<file path="src/rtl/irq_pkg.sv">
package irq_pkg;
   localparam int IRQ_NSRC = 6;

   typedef enum logic [2:0] {
      SRC_EXT0 = 3'd0,
      SRC_TMR0 = 3'd1,
      SRC_EXT1 = 3'd2,
      SRC_TMR1 = 3'd3,
      SRC_SER  = 3'd4,
      SRC_TMR2 = 3'd5
   } irq_src_e;

   localparam int IE_GLOBAL_BIT = 7;
   localparam int IE_RSVD_BIT   = 6;
endpackage

</file>
<file path="src/rtl/irq_en_reg.sv">
module irq_en_reg #(
   parameter int          DW        = 8,
   parameter logic [DW-1:0] IMPL_MASK = 8'hBF
) (
   input  logic          clk,
   input  logic          rst_n,
   input  logic          we,
   input  logic [DW-1:0] wdata,
   output logic [DW-1:0] rdata
);
   // unimplemented bits are held at zero by masking the write
   always_ff @(posedge clk or negedge rst_n) begin
      if (!rst_n)  rdata <= '0;
      else if (we) rdata <= wdata & IMPL_MASK;
   end
endmodule

</file>
<file path="src/rtl/irq_stage.sv">
module irq_stage #(
   parameter int               NSRC      = 6,
   parameter logic [NSRC-1:0]  LATE_MASK = 6'b001010
) (
   input  logic            clk,
   input  logic            rst_n,
   input  logic            poll,
   input  logic [NSRC-1:0] flag_in,
   input  logic [NSRC-1:0] clr,
   output logic [NSRC-1:0] seen
);
   for (genvar g = 0; g < NSRC; g++) begin : g_src
      if (LATE_MASK[g]) begin : g_late
         // flag set after the poll point: carried to the next poll
         logic hold_q;
         always_ff @(posedge clk or negedge rst_n) begin
            if (!rst_n)      hold_q <= 1'b0;
            else if (clr[g]) hold_q <= 1'b0;
            else if (poll)   hold_q <= flag_in[g];
         end
         assign seen[g] = hold_q;
      end else begin : g_now
         logic unused_clr;
         assign unused_clr = clr[g];
         assign seen[g]    = flag_in[g];
      end
   end
endmodule

</file>
<file path="src/rtl/irq_pick.sv">
module irq_pick #(
   parameter int NSRC     = 6,
   parameter int IW       = 3,
   parameter int VW       = 8,
   parameter int VEC_BASE = 3,
   parameter int VEC_STEP = 8
) (
   input  logic [NSRC-1:0] pend,
   output logic            hit,
   output logic [IW-1:0]   idx,
   output logic [VW-1:0]   vec
);
   logic [VW-1:0] vtab [NSRC];

   for (genvar g = 0; g < NSRC; g++) begin : g_vec
      assign vtab[g] = VW'(VEC_BASE + VEC_STEP * g);
   end

   always_comb begin
      hit = 1'b0;
      idx = '0;
      vec = '0;
      for (int i = NSRC - 1; i >= 0; i--) begin
         if (pend[i]) begin
            hit = 1'b1;
            idx = IW'(i);
            vec = vtab[i];
         end
      end
   end
endmodule

</file>
<file path="src/rtl/irq_front.sv">
module irq_front #(
   parameter int              NSRC      = irq_pkg::IRQ_NSRC,
   parameter int              DW        = 8,
   parameter int              VW        = 8,
   parameter int              VEC_BASE  = 3,
   parameter int              VEC_STEP  = 8,
   parameter int              GLB_BIT   = irq_pkg::IE_GLOBAL_BIT,
   parameter logic [NSRC-1:0] LATE_MASK = 6'b001010,
   parameter logic [NSRC-1:0] CLR_MASK  = 6'b001111,
   parameter int              IW        = 3
) (
   input  logic          clk,
   input  logic          rst_n,
   input  logic          poll_stb,
   input  logic          ie_we,
   input  logic [DW-1:0] ie_wdata,
   output logic [DW-1:0] ie_rdata,
   input  logic          ext0_flag,
   input  logic          ext0_edge,
   input  logic          ext1_flag,
   input  logic          ext1_edge,
   input  logic          tmr0_ovf,
   input  logic          tmr1_ovf,
   input  logic          ser_flag,
   input  logic          tmr2_ovf,
   input  logic          tmr2_ext,
   output logic          irq_req,
   output logic [IW-1:0] irq_idx,
   output logic [VW-1:0] irq_vec,
   input  logic          irq_ack,
   output logic          clr_tmr0,
   output logic          clr_tmr1,
   output logic          clr_ext0,
   output logic          clr_ext1
);
   import irq_pkg::*;

   localparam logic [DW-1:0] IMPL_MASK = DW'((1 << NSRC) - 1) | (DW'(1) << GLB_BIT);

   if (NSRC != IRQ_NSRC)
      $error("irq_front: NSRC must match the six wired sources");
   if (GLB_BIT >= DW || GLB_BIT < NSRC)
      $error("irq_front: global enable bit outside the register");
   if ((1 << IW) < NSRC)
      $error("irq_front: IW too narrow for NSRC");
   if (VEC_BASE + VEC_STEP * (NSRC - 1) >= (1 << VW))
      $error("irq_front: vector table exceeds VW");

   logic [DW-1:0]   ie_q;
   logic [NSRC-1:0] raw, seen, pend, clr_v, mode_v;
   logic            hit;
   logic [IW-1:0]   win_idx;
   logic [VW-1:0]   win_vec;
   logic            req_q;
   logic [IW-1:0]   idx_q;
   logic [VW-1:0]   vec_q;
   logic            take;

   irq_en_reg #(.DW(DW), .IMPL_MASK(IMPL_MASK)) u_en (
      .clk(clk), .rst_n(rst_n), .we(ie_we), .wdata(ie_wdata), .rdata(ie_q)
   );

   always_comb begin
      raw           = '0;
      raw[SRC_EXT0] = ext0_flag;
      raw[SRC_TMR0] = tmr0_ovf;
      raw[SRC_EXT1] = ext1_flag;
      raw[SRC_TMR1] = tmr1_ovf;
      raw[SRC_SER]  = ser_flag;
      raw[SRC_TMR2] = tmr2_ovf | tmr2_ext;
      mode_v           = '1;
      mode_v[SRC_EXT0] = ext0_edge;
      mode_v[SRC_EXT1] = ext1_edge;
   end

   irq_stage #(.NSRC(NSRC), .LATE_MASK(LATE_MASK)) u_stage (
      .clk(clk), .rst_n(rst_n), .poll(poll_stb),
      .flag_in(raw), .clr(clr_v), .seen(seen)
   );

   assign pend = seen & ie_q[NSRC-1:0] & {NSRC{ie_q[GLB_BIT]}};

   irq_pick #(.NSRC(NSRC), .IW(IW), .VW(VW), .VEC_BASE(VEC_BASE),
              .VEC_STEP(VEC_STEP)) u_pick (
      .pend(pend), .hit(hit), .idx(win_idx), .vec(win_vec)
   );

   assign take = irq_ack & req_q;

   always_ff @(posedge clk or negedge rst_n) begin
      if (!rst_n) begin
         req_q <= 1'b0;
         idx_q <= '0;
         vec_q <= '0;
      end else if (take) begin
         req_q <= 1'b0;
      end else if (poll_stb) begin
         req_q <= hit;
         idx_q <= win_idx;
         vec_q <= win_vec;
      end
   end

   for (genvar g = 0; g < NSRC; g++) begin : g_clr
      if (CLR_MASK[g]) begin : g_hw
         assign clr_v[g] = take && (idx_q == IW'(g)) && mode_v[g];
      end else begin : g_sw
         assign clr_v[g] = 1'b0;
      end
   end

   assign ie_rdata = ie_q;
   assign irq_req  = req_q;
   assign irq_idx  = idx_q;
   assign irq_vec  = vec_q;
   assign clr_tmr0 = clr_v[SRC_TMR0];
   assign clr_tmr1 = clr_v[SRC_TMR1];
   assign clr_ext0 = clr_v[SRC_EXT0];
   assign clr_ext1 = clr_v[SRC_EXT1];
endmodule

</file>
<file path="config.mk">
export PLATFORM = sky130hd
export DESIGN_NAME = irq_front
export DESIGN_NICKNAME = d
export VERILOG_FILES = /design/src/rtl/irq_pkg.sv /design/src/rtl/irq_en_reg.sv /design/src/rtl/irq_stage.sv /design/src/rtl/irq_pick.sv /design/src/rtl/irq_front.sv
export SDC_FILE = /design/constraint.sdc
export NUM_CORES = 1
export LEC_CHECK = 0
export ABC_AREA = 1
export BUFFER_PORTS_ARGS = -buffer_cell sky130_fd_sc_hd__buf_2
export CAP_MARGIN = 25
export CORE_ASPECT_RATIO = 1.25
export CORE_MARGIN = 4
export CORE_UTILIZATION = 25
export CTS_BUF_LIST = sky130_fd_sc_hd__clkbuf_2
export DETAILED_ROUTE_END_ITERATION = 7
export SYNTH_ARGS = -nofsm -noshare
export SYNTH_HDL_FRONTEND = slang
export SYNTH_HIERARCHICAL = 1
export SYNTH_SLANG_ARGS = --single-unit
</file>
<file path="constraint.sdc">
create_clock -name clk -period 1.8 [get_ports clk]
set_input_delay 0.36 -clock clk [delete_from_list [all_inputs] [get_ports clk]]
set_output_delay 0.36 -clock clk [all_outputs]
set_load 0.1 [all_outputs]
</file>
Yosys cells after proc, flatten, opt, wreduce, memory -nomap -nowiden
Cells that the tools add are included.
{"block": "word_totals", "ff_bits": 21, "output_inout_bits": 24, "word_cells": 49}
{"block": "op_classes", "eq_ne": 3, "muxes": 24, "n_bitwise": 5, "reduce_logical": 11}
{"cell": "6-bit two-way mux", "count": 6}
{"cell": "3-bit two-way mux", "count": 6}
{"cell": "6-bit AND", "count": 2}
{"cell": "1-bit two-way mux", "count": 12}
{"cell": "3-bit by 2-bit equality test with 1-bit output, second input constant", "count": 2}
{"cell": "1-bit logical AND", "count": 6}
{"cell": "2-bit nonzero test", "count": 3}
{"cell": "3-bit by 1-bit equality test with 1-bit output, second input constant", "count": 1}
{"cell": "3-bit logical NOT", "count": 1}
{"cell": "2-bit AND reduction", "count": 1}
{"cell": "1-bit AND", "count": 1}
{"cell": "1-bit NOT", "count": 1}
{"cell": "1-bit bitwise OR", "count": 1}

Longest topological paths before layout
{"block": "logic_depth", "word_depth": 11, "ltp_mapped": 11, "ltp_nobuf": 9}

Cells and area by module
Netlist, hierarchy kept.
{"module": "irq_front", "instances": 1, "cells_each": 81, "area_each_um2": 598.1}
{"module": "irq_en_reg", "instances": 1, "cells_each": 32, "area_each_um2": 280.3}
{"module": "irq_stage", "instances": 1, "cells_each": 18, "area_each_um2": 135.1}
{"module": "irq_pick", "instances": 1, "cells_each": 24, "area_each_um2": 132.6}

Least setup slack after synthesis
No wires, ideal clock.
{"block": "synth_timing", "kind": "reg2reg", "startpoint": "register req_q (netlist: irq_req)", "endpoint": "register u_stage.g_src[1].g_late.hold_q", "setup_time_ps": 118, "arrival_time_ps": 2849, "slack_ps": -1167, "path_stages_with_launch": 6, "n_path_buf": 0, "synth_period_minus_slack_ps": 2967, "cell_sequence": "dfrtp_1 -> nand3_1 -> nor2b_1 -> nor2_1 -> nand2_1 -> nand2_1"}
{"block": "synth_via", "elab_chain_len": 3, "word_cells_on_any_way": 4, "classes_between": "1 x mux; 1 x bitwise; 2 x reduce/logical"}
{"element": "start: declaration", "line": "irq_front.sv:54", "source": "logic req_q;"}
{"element": "start signal: assignment", "line": "irq_front.sv:98", "source": "req_q <= hit;"}
{"element": "1-bit AND (*)", "line": "irq_front.sv:88", "source": "assign take = irq_ack & req_q;"}
{"element": "1-bit logical AND (*)", "line": "irq_front.sv:106", "source": "assign clr_v[g] = take && (idx_q == IW'(g)) && mode_v[g];"}
{"element": "named net clr_tmr0", "line": "irq_front.sv:31", "source": "output logic clr_tmr0,"}
{"element": "1-bit two-way mux or 2-bit nonzero test (tied branches)"}
{"element": "end signal: assignment", "line": "irq_stage.sv:19", "source": "else if (poll) hold_q <= flag_in[g];"}
{"element": "end: declaration", "line": "irq_stage.sv:15", "source": "logic hold_q;"}
The timed path passes the listed nets; every way through them passes the cells marked *.
A chain may end at the register's enable or synchronous reset.

Worst setup path after layout
{"block": "layout_timing", "startpoint": "register idx_q[1] (netlist: irq_idx[1])", "endpoint": "output port clr_ext0"}
{"block": "layout_via", "elab_chain_len": 3}
{"element": "start: declaration", "line": "irq_front.sv:55", "source": "logic [IW-1:0] idx_q;"}
{"element": "start signal: assignment", "line": "irq_front.sv:99", "source": "idx_q <= win_idx;"}
{"element": "3-bit logical NOT", "line": "irq_front.sv:106"}
{"element": "1-bit logical AND (2 in series)", "line": "irq_front.sv:106"}
{"element": "end: declaration", "line": "irq_front.sv:33", "source": "output logic clr_ext0,"}
Every way passes these cells.

==> results.txt <==
----------------------------------------------------
[Run status]
  Run status ... finished, final reports clean

[Final layout]
  Area taken by flip-flops and latches ... 537 µm²
  Fraction of layout instances using a drive strength above 1 ... 36.2%
  End-of-flow core utilization ... 32.6%
  Multi-input logic area ... 488 µm²
  Final Net Count ... 208
  ANT cells ... 0
  Filler instances ... 512
  Area Overhead vs Synth ... 26.4%

[CTS]
  TritonCTS clock tree ... yes
  Clock sink count ... 21
  Buffers inserted by post-CTS timing repair ... 0
  Number of buffers inserted during clock tree synthesis ... 3
  Root buf cell ... clkbuf_2
  Clock insertion delay at the later pin of the skew report ... 0.32 ns
  Deepest clock path buffer count ... 2
  H-tree level count ... 1
  CTS clk-pin slew, worst paths ... 0.20 ns

[Die]
  Width of the die ... 68.5 µm
  Standard-cell rows ... 27
  Overall die height ... 83.6 µm
  Core outline area ... 4430 µm²
  Initial core utilization ... 25.8%
  Boundary Pins ... 46
  Die area ... 5720 µm²

[Placement]
  Count of port buffers added during placement ... 43
  Half-perimeter wire length after placement ... 1.95 mm
  Weighted congestion reported at the end of routability-driven placement ... 0.745

[Run]
  Maximum capacitance violations ... 0

[Synthesis]
  Post-synthesis instance area ... 1140 µm²
  Average instance area after synthesis ... 7.42 µm²
  Count of warnings emitted by yosys ... 6
  Count of mapped cells out of synthesis ... 154

[Worst setup path]
  Arrival time of data at the critical path endpoint ... 1.33 ns
  Type of origin of the critical path ... flop
  Type of element capturing the critical path ... output pin
  Critical path type ... flop to output pin
  WP data required ... 1.44 ns
  Critical Path Fanout Max ... 5

[Timing]
  Final period utilization ... 94.1%
  Maximum clock skew at final layout ... 0.00293 ns
  Setup TNS Final ... 0 ns
  Final Slew Violations ... 0
  Unrepaired setup endpoints after global routing ... false
  Min Clock Period, post-route ... 1.69 ns
  Final setup violation count ... 0
  Fmax ... 590 MHz
  Number of endpoints with negative hold slack in the final report ... 0
  Hold WS ... 0.213 ns

[Routing]
  Via/cell ratio ... 4.03
  Vias after detailed routing ... 980
  Routed wire length ... 2.48 mm
  Drt drc ... 0
  Post-detailed-route count of antenna-violating nets ... 0
  Initial drt markers ... 49
  Routed len/inst ... 10.2 µm
  Iteration count of the initial detailed-routing pass ... 4

[Global route]
  Number of antenna violations at the first check in global routing ... 0
  Global-route wire length before repair ... 4.19 mm
  Tot GR Track Use ... 9.42%
  Number of global-route vias before repair ... 941
  Maximum number of pins on one net before global-route repair ... 22
  GR Overflow Total ... 0

[Power]
  Worst voltage drop across the vdd grid ... 0.000472 V
  Pwr dens ... 1070 nW/µm²
  Leakage power ... 0.774 nW

[Worst hold path]
  Hold crit path type ... input pin to flop

----------------------------------------------------
==> critical path, cell delays in order, from the launching register on <==
cell and delay [ns]:
dfrtp_2 0.48, nor2_2 0.13, nand2_1 0.09, nor2_4 0.13, buf_12 0.18
==> path summary, 6_finish.rpt <==
path / end / slack, ns / cells after the start / start
worst min register to register: irq_vec[1] / 0.49 / 2 / irq_vec[1]
worst max-delay path: clr_ext0 / 0.11 / 4 / irq_idx[1]
min in group asynchronous: irq_vec[3] / 0.49 / 2 / rst_n
worst min-delay path: u_en/rdata[2] / 0.21 / 3 / ie_wdata[2]
max in group asynchronous: irq_idx[0] / 0.95 / 2 / rst_n
worst max register to register: irq_idx[1] / 0.51 / 5 / u_en/rdata[7]
==> placed cells by master (no fill, tap or decap), types with 3 or more instances in the layout <==
cell type  count
buf_2         39
inv_1          9
dfrtp_2        3
nor2_4         3
nor2_2         3
dfrtp_1       16
nor2_1        12
nand2_1       59
buf_12         4
clkbuf_2       3
conb_1         4
nand3_1       15
==> metrics by stage <==
| stage | std cells | cell area, µm² | setup slack (ns) | total power [mW] |
|---|---|---|---|---|
| after floorplan | 156 | 1190 | 0.0190 | 1.24 |
| after global placement | 238 | 1390 | 0.364 | 1.34 |
| after detailed placement | 238 | 1390 | 0.350 | 1.34 |
| after CTS | 243 | 1430 | 0.0229 | 1.56 |
| after global routing | 243 | 1440 | 0.00292 | 1.62 |
| final | 243 | 1440 | 0.106 | 1.54 |
==> area by class of cell <==
class	instances	share of cell area (%)
Clock buffer	3	1.04
Clock inverter	1	0.347
Inverter	11	2.86
Multi-Input combinational cell	105	33.8
Sequential cell	21	37.2
Tap cell	58	5.03
Timing Repair Buffer	44	19.8
==> state kept, by name (all words and copies together) (netlist names) <==
signal	count
irq_idx	3
irq_req	1
irq_vec	8
u_en/rdata	7
u_stage/g_src.g_late.hold_q	2
==> layer usage <==
metal  share of wire (%)  wire length, µm  global-route usage [%]  up-vias
li1                    -                -                       -      516
met1                  42             1040                    11.2      431
met2                  50             1240                    15.6       31
met3                 7.1              175                    3.50        2
met4                0.61               15                    2.17        0
met5                   0                0                       0        -
==> power by group <==
| group | internal (mW) | switching, mW | leakage, nW |
|---|---|---|---|
| sequential | 0.541 | 0.0494 | 0.257 |
| combinational | 0.129 | 0.621 | 0.500 |
| clock | 0.0504 | 0.148 | 0.0164 |
==> what timing repair did <==
action,CTS,global route
pin swaps,0,1
resized for setup,1,4
setup endpoints to repair,2,4
hold buffers,1,0
endpoints found under the hold margin,21,0
(Power assumes the default switching activity.)
